**src/rtl/hd_uart_pkg.sv**
```systemverilog
package hd_uart_pkg;
  localparam int unsigned OSR = 16;

  typedef enum logic [1:0] {
    RX_IDLE  = 2'd0,
    RX_START = 2'd1,
    RX_DATA  = 2'd2,
    RX_STOP  = 2'd3
  } rx_state_e;
endpackage

```
**src/rtl/hd_uart_baud.sv**
```systemverilog
module hd_uart_baud #(
  parameter int unsigned DIV_W = 16
) (
  input  logic             clk,
  input  logic             rst_n,
  input  logic             restart,
  input  logic [DIV_W-1:0] div,
  output logic             tick
);
  logic [DIV_W-1:0] cnt_q, cnt_d;
  logic             last;

  assign last = (div == '0) || (cnt_q >= div - 1'b1);

  always_comb begin
    tick  = last && !restart;
    cnt_d = cnt_q + 1'b1;
    if (restart || last) cnt_d = '0;
  end

  always_ff @(posedge clk or negedge rst_n) begin
    if (!rst_n) cnt_q <= '0;
    else        cnt_q <= cnt_d;
  end
endmodule

```
**src/rtl/hd_uart_tx.sv**
```systemverilog
module hd_uart_tx #(
  parameter int unsigned DATA_W = 8,
  parameter int unsigned DIV_W  = 16
) (
  input  logic              clk,
  input  logic              rst_n,
  input  logic [DIV_W-1:0]  div,
  input  logic [DATA_W-1:0] data,
  input  logic              start,
  output logic              busy,
  output logic              line
);
  import hd_uart_pkg::*;
  localparam int unsigned FRAME = DATA_W + 2;
  localparam int unsigned IDX_W = $clog2(FRAME);
  localparam int unsigned SUB_W = $clog2(OSR);
  localparam logic [IDX_W-1:0] IDX_LAST = IDX_W'(FRAME - 1);
  localparam logic [SUB_W-1:0] SUB_LAST = SUB_W'(OSR - 1);

  logic              busy_q, busy_d;
  logic [IDX_W-1:0]  idx_q, idx_d;
  logic [SUB_W-1:0]  sub_q, sub_d;
  logic [DATA_W-1:0] sh_q, sh_d;
  logic              accept, tick;

  assign accept = start && !busy_q;

  hd_uart_baud #(.DIV_W(DIV_W)) u_baud (
    .clk(clk), .rst_n(rst_n), .restart(accept), .div(div), .tick(tick)
  );

  always_comb begin
    busy_d = busy_q;
    idx_d  = idx_q;
    sub_d  = sub_q;
    sh_d   = sh_q;
    if (accept) begin
      busy_d = 1'b1;
      idx_d  = '0;
      sub_d  = '0;
      sh_d   = data;
    end else if (busy_q && tick) begin
      sub_d = sub_q + 1'b1;
      if (sub_q == SUB_LAST) begin
        if (idx_q == IDX_LAST) begin
          busy_d = 1'b0;
        end else begin
          idx_d = idx_q + 1'b1;
          if (idx_q != '0) sh_d = sh_q >> 1;
        end
      end
    end
  end

  always_comb begin
    if (!busy_q)               line = 1'b1;
    else if (idx_q == '0)      line = 1'b0;
    else if (idx_q == IDX_LAST) line = 1'b1;
    else                       line = sh_q[0];
  end

  assign busy = busy_q;

  always_ff @(posedge clk or negedge rst_n) begin
    if (!rst_n) begin
      busy_q <= 1'b0;
      idx_q  <= '0;
      sub_q  <= '0;
      sh_q   <= '0;
    end else begin
      busy_q <= busy_d;
      idx_q  <= idx_d;
      sub_q  <= sub_d;
      sh_q   <= sh_d;
    end
  end
endmodule

```
**src/rtl/hd_uart_rx.sv**
```systemverilog
module hd_uart_rx #(
  parameter int unsigned DATA_W = 8,
  parameter int unsigned DIV_W  = 16
) (
  input  logic              clk,
  input  logic              rst_n,
  input  logic [DIV_W-1:0]  div,
  input  logic              line,
  output logic [DATA_W-1:0] data,
  output logic              valid
);
  import hd_uart_pkg::*;
  localparam int unsigned SUB_W = $clog2(OSR);
  localparam int unsigned CNT_W = $clog2(DATA_W);
  localparam logic [SUB_W-1:0] S_A = SUB_W'(OSR/2 - 1);
  localparam logic [SUB_W-1:0] S_B = SUB_W'(OSR/2);
  localparam logic [SUB_W-1:0] S_C = SUB_W'(OSR/2 + 1);
  localparam logic [CNT_W-1:0] CNT_LAST = CNT_W'(DATA_W - 1);

  logic [1:0]        sync_q;
  rx_state_e         st_q, st_d;
  logic [SUB_W-1:0]  sub_q, sub_d;
  logic [CNT_W-1:0]  cnt_q, cnt_d;
  logic [DATA_W-1:0] sh_q, sh_d;
  logic [DATA_W-1:0] out_q, out_d;
  logic [1:0]        smp_q, smp_d;
  logic              val_q, val_d;
  logic              tick, s, maj;

  hd_uart_baud #(.DIV_W(DIV_W)) u_baud (
    .clk(clk), .rst_n(rst_n), .restart(1'b0), .div(div), .tick(tick)
  );

  assign s   = sync_q[1];
  assign maj = (smp_q[0] & smp_q[1]) | (smp_q[0] & s) | (smp_q[1] & s);

  always_comb begin
    st_d  = st_q;
    sub_d = sub_q;
    cnt_d = cnt_q;
    sh_d  = sh_q;
    out_d = out_q;
    smp_d = smp_q;
    val_d = 1'b0;
    if (tick) begin
      if (st_q == RX_IDLE) begin
        if (!s) begin
          st_d  = RX_START;
          sub_d = '0;
        end
      end else begin
        sub_d = sub_q + 1'b1;
        if (sub_q == S_A) smp_d[0] = s;
        if (sub_q == S_B) smp_d[1] = s;
        if (sub_q == S_C) begin
          case (st_q)
            RX_START: begin
              if (maj) st_d = RX_IDLE;
              else begin
                st_d  = RX_DATA;
                cnt_d = '0;
              end
            end
            RX_DATA: begin
              sh_d = {maj, sh_q[DATA_W-1:1]};
              if (cnt_q == CNT_LAST) st_d = RX_STOP;
              else                   cnt_d = cnt_q + 1'b1;
            end
            default: begin
              if (maj) begin
                val_d = 1'b1;
                out_d = sh_q;
              end
              st_d = RX_IDLE;
            end
          endcase
        end
      end
    end
  end

  assign data  = out_q;
  assign valid = val_q;

  always_ff @(posedge clk or negedge rst_n) begin
    if (!rst_n) begin
      sync_q <= 2'b11;
      st_q   <= RX_IDLE;
      sub_q  <= '0;
      cnt_q  <= '0;
      sh_q   <= '0;
      out_q  <= '0;
      smp_q  <= 2'b11;
      val_q  <= 1'b0;
    end else begin
      sync_q <= {sync_q[0], line};
      st_q   <= st_d;
      sub_q  <= sub_d;
      cnt_q  <= cnt_d;
      sh_q   <= sh_d;
      out_q  <= out_d;
      smp_q  <= smp_d;
      val_q  <= val_d;
    end
  end
endmodule

```
**src/rtl/hd_uart.sv**
```systemverilog
module hd_uart #(
  parameter int unsigned DATA_W = 8,
  parameter int unsigned DIV_W  = 16,
  parameter int unsigned AUX_W  = 4
) (
  input  logic              clk,
  input  logic              rst_n,
  input  logic              half_sel,
  input  logic [AUX_W-1:0]  aux_en,
  input  logic [DIV_W-1:0]  baud_div,
  input  logic [DATA_W-1:0] tx_data,
  input  logic              tx_start,
  input  logic              rx_pin,
  input  logic              pad_in,
  output logic              pad_out,
  output logic              pad_oe,
  output logic              tx_busy,
  output logic [DATA_W-1:0] rx_data,
  output logic              rx_valid,
  output logic              cfg_err
);
  logic tx_line, rx_src, shared_line;

  hd_uart_tx #(.DATA_W(DATA_W), .DIV_W(DIV_W)) u_tx (
    .clk(clk), .rst_n(rst_n), .div(baud_div), .data(tx_data),
    .start(tx_start), .busy(tx_busy), .line(tx_line)
  );

  assign pad_out     = tx_line;
  assign pad_oe      = !half_sel || tx_busy;
  assign shared_line = pad_oe ? tx_line : pad_in;
  assign rx_src      = half_sel ? shared_line : rx_pin;
  assign cfg_err     = half_sel && (|aux_en);

  hd_uart_rx #(.DATA_W(DATA_W), .DIV_W(DIV_W)) u_rx (
    .clk(clk), .rst_n(rst_n), .div(baud_div), .line(rx_src),
    .data(rx_data), .valid(rx_valid)
  );
endmodule

```
**config.mk**
```make
export PLATFORM = sky130hd
export DESIGN_NAME = hd_uart
export DESIGN_NICKNAME = d
export VERILOG_FILES = /design/src/rtl/hd_uart_pkg.sv /design/src/rtl/hd_uart_baud.sv /design/src/rtl/hd_uart_tx.sv /design/src/rtl/hd_uart_rx.sv /design/src/rtl/hd_uart.sv
export SDC_FILE = /design/constraint.sdc
export NUM_CORES = 1
export LEC_CHECK = 0
export ABC_AREA = 1
export CORE_MARGIN = 1
export CORE_UTILIZATION = 54
export CTS_CLUSTER_SIZE = 14
export DETAILED_ROUTE_END_ITERATION = 8
export GPL_TIMING_DRIVEN = 0
export MAX_ROUTING_LAYER = met4
export PLACE_DENSITY_LB_ADDON = 0.15
export SYNTH_ARGS = -nofsm -noshare
export SYNTH_HDL_FRONTEND = slang
export SYNTH_HIERARCHICAL = 1
export SYNTH_SLANG_ARGS = --single-unit
```
**constraint.sdc**
```tcl
create_clock -name clk -period 2.1 [get_ports clk]
set_clock_uncertainty 0.05 [all_clocks]
set_input_delay 0.42 -clock clk [delete_from_list [all_inputs] [get_ports clk]]
set_output_delay 0.42 -clock clk [all_outputs]
set_load 0.03 [all_outputs]
```
==> impl_metrics.tcl <==
set metrics [dict create \
    synth_mux_area_share_pct 0 \
    worstHoldStart "u_rx/sync_q[0]" \
    pin_count 47 \
    synth-edff-count 0 \
    dp_hpwl_um 9010 \
    drtIter0Drc 206 \
    slew_viol_final 0 \
    worstPathCellList "buf_12 -> inv_12 -> ha_4 -> nand2_4 -> nor2_4 -> nand3_4 -> buf_4 -> xor2_1 -> ha_1 -> nand2_4 -> nor2_2 -> nand2_1 -> nand2_2 -> nor2_4 -> a21oi_2 -> inv_2 -> nor2_4 -> nand3_4 -> buf_6 -> nand2_2 -> o21ai_2" \
    p_leak_nw 3.83 \
    gp_congestion 0.853 \
    synth_compound_area_share_pct 7.16 \
    crit_type "input pin to flip-flop" \
    fin_crit_sh_pct 133 \
    cts_root_buffer "clkbuf_8" \
    grt_overflow 0 \
    status "finished, violations left" \
    async_flop_share_pct 100 \
    period_needed_ns 2.79 \
    synth-adder-area-share_pct 10.7 \
    synth_top_family_by_area "simple AND/OR/NAND/NOR gates" \
    insertion_delay_ns 0.37 \
    crit_path_max_incr_delay_ns 0.34 \
    rsz0062_at_grt "true" \
    synth_area_leaders "dfrtp_1 33%, nand2_1 13%, ha_1 11%, inv_1 7.2%, nor2_1 5.9%" \
    cts_tree "built" \
    cts_num_sinks 79 \
    p_per_area_nw_per_um2 481 \
    core_area_um2 10300 \
    rows 37 \
    yosysTopAreaCell "dfrtp_1" \
    finalSetupViolCount 77 \
    critPathMostFrequentCell "nor2_4" \
    synthXorXnorAreaFrac_pct 7.31 \
    die_h_um 105 \
    ys_ff_latch 79 \
    postSynthAreaPerCell_um2 7.59 \
    layout_setup_ws_ns -0.687 \
    max_freq_mhz 359 \
    drive_gt1_share_pct 34.2 \
    die_area_um2 11100 \
    start_util_pct 55.7 \
    cts_buffers 9 \
    hold_path_class "flip-flop to flip-flop" \
    routed_wirelength_um 14900 \
    synth.distinct_cells 38 \
    syn_to_final_growth_pct 39.7 \
    worst-path-max-fanout 8 \
    synth_top_cell_area_share_pct 32.6 \
    violations "setup timing" \
    grt_pass1_vias 5337 \
    layout_common_cells "163 x nand2_1, 99 x inv_1, 74 x dfrtp_1, 41 x buf_4, 40 x nor2_1" \
    required_ns 2.31 \
    synthesis.instances 757 \
    antenna_found_initial 0 \
    end_kind "flip-flop" \
    diodes 0 \
    peakVddDrop_mv 0.526 \
    yosys.area_share.simple_pct 31.6 \
    viasPerCell 5.17 \
    finalHoldViolCount 0 \
    power_mw 3.86 \
    syn-cell-area_um2 5750 \
    yosysWarnings 6 \
    grt_pass1_wl_um 23700 \
    synth_ff_type "dfrtp_1" \
    vias 5277 \
    mostFrequentLayoutCell "nand2_1" \
    htree_levels 3 \
    cts.clk_slew.worst_paths_ns 0.08 \
    timing.rr.start "u_rx/u_baud/cnt_q[7]" \
    cp_data_arrival_time_ns 3.00 \
    drcViolationCount 0 \
    fin_nets 962 \
    grt_use_total_pct 27.3 \
    clk_path_buf_depth 2 \
    grt_max_degree 61 \
    ant_nets 0 \
    seq_area_frac_synth_pct 34.5 \
    cp-start-kind "input pin" \
    crit_slowest_cell "ha_1" \
    drv_cap 0 \
    first_pass_iters 5 \
    wl_per_cell_um 14.6 \
    startpoint "baud_div[1]" \
    die_w_um 105 \
    port_buffers 46 \
    final_core_util_pct 77.8 \
]
-- cell families (layout without fill, tap and decap cells) --
family,count (synthesis),count (layout)
other cells,1,2
simple gates,392,392
compound gates,65,65
flops,79,79
buf+inv,123,249
xor+xnor,48,48
fa+ha+maj,49,49
-- power by group --
group | internal (mW) | total, mW | switching [mW] | leakage [nW]
registers | 1.61 | 1.74 | 0.123 | 1.01
logic | 0.395 | 0.873 | 0.478 | 2.71
clock network | 0.661 | 1.25 | 0.590 | 0.109
-- registers in the layout (all words and copies together), names as in the netlist --
register / cells
u_rx/cnt_q: 3
u_rx/data: 8
u_rx/sh_q: 8
u_rx/smp_q: 2
u_rx/st_q: 2
u_rx/sub_q: 4
u_rx/sync_q: 2
u_rx/u_baud/cnt_q: 16
u_rx/valid: 1
u_tx/busy: 1
u_tx/idx_q: 4
u_tx/sh_q: 8
u_tx/sub_q: 4
u_tx/u_baud/cnt_q: 16
-- metrics by stage --
step / setup TNS [ns] / instance area, um^2 / hold slack (ns) / setup WS [ns] / cells
floorplan: -27.68 / 5900 / 0.0744 / -0.644 / 758
global placement: -283.94 / 6530 / 0.300 / -2.34 / 940
detailed placement: -109.98 / 6560 / 0.276 / -1.78 / 941
CTS: -26.67 / 7510 / 0.318 / -0.499 / 1009
global route: -48.31 / 8030 / 0.320 / -0.783 / 1020
finish: -40.29 / 8030 / 0.318 / -0.687 / 1020
-- timing repair --
item                       4_1_cts  5_1_grt
hold buffers                     1        0
gates cloned                     3        1
setup endpoints to repair       81       78
setup buffers                   48       13
gates resized for setup        170      102
hold endpoints to repair        19        0
pin swaps                       63       73
-- worst max-delay path, delay by kind of cell --
family          cells  cell delay (ns)
xor+xnor            1             0.14
fa+ha+maj           2             0.48
buf+inv             5             0.59
compound gates      2             0.24
simple gates       11             1.12
-- worst paths after layout --
check                           depth (start not counted)  slack (ns)                    to
worst max register to register                         15       -0.26          u_rx/sh_q[3]
worst min-delay path                                    0        0.32        u_rx/sync_q[1]
min in group asynchronous                               2        0.42  u_rx/u_baud/cnt_q[5]
max in group asynchronous                               3        0.95        u_rx/sync_q[0]
worst min register to register                          0        0.32        u_rx/sync_q[1]
worst max-delay path                                   21       -0.69          u_rx/sh_q[3]
-- cell type report --
type / instances / area [um^2]
multi-input cells: 556 / 4010
fillers: 646 / 2290
flip-flops and latches: 79 / 1980
repair buffers: 110 / 1090
inverters: 118 / 490
well taps: 136 / 170
clock buffers: 9 / 124
clock inverters: 7 / 87.6
plain buffers: 5 / 76.3
-- synth_stat cells, types with 2 or more instances --
library cell,count
dfrtp_1,75
xor2_1,35
a31oi_1,2
o21ai_2,9
xnor2_1,13
nor2_1,90
buf_6,3
nand3_2,6
o21bai_1,9
ha_1,49
nand2_1,194
nand4_1,11
o22ai_1,2
inv_1,111
nand3_1,40
nor2_4,5
nor2_2,14
o21ai_1,13
dfstp_2,4
nand2_2,10
nand2_4,3
a21o_1,2
inv_2,6
nor3_1,10
o21ai_0,9
a21oi_1,16
nand3_4,5
-- routing by layer --
metal / up-vias / track usage (%) / share of wire (%)
met5: - / - / 0
met4: 0 / 8.75 / 2.8
met3: 40 / 4.37 / 2.6
met2: 103 / 48.3 / 52
met1: 2523 / 31.5 / 42
li1: 2611 / - / -
No activity file was read; power rests on OpenSTA's default activity.
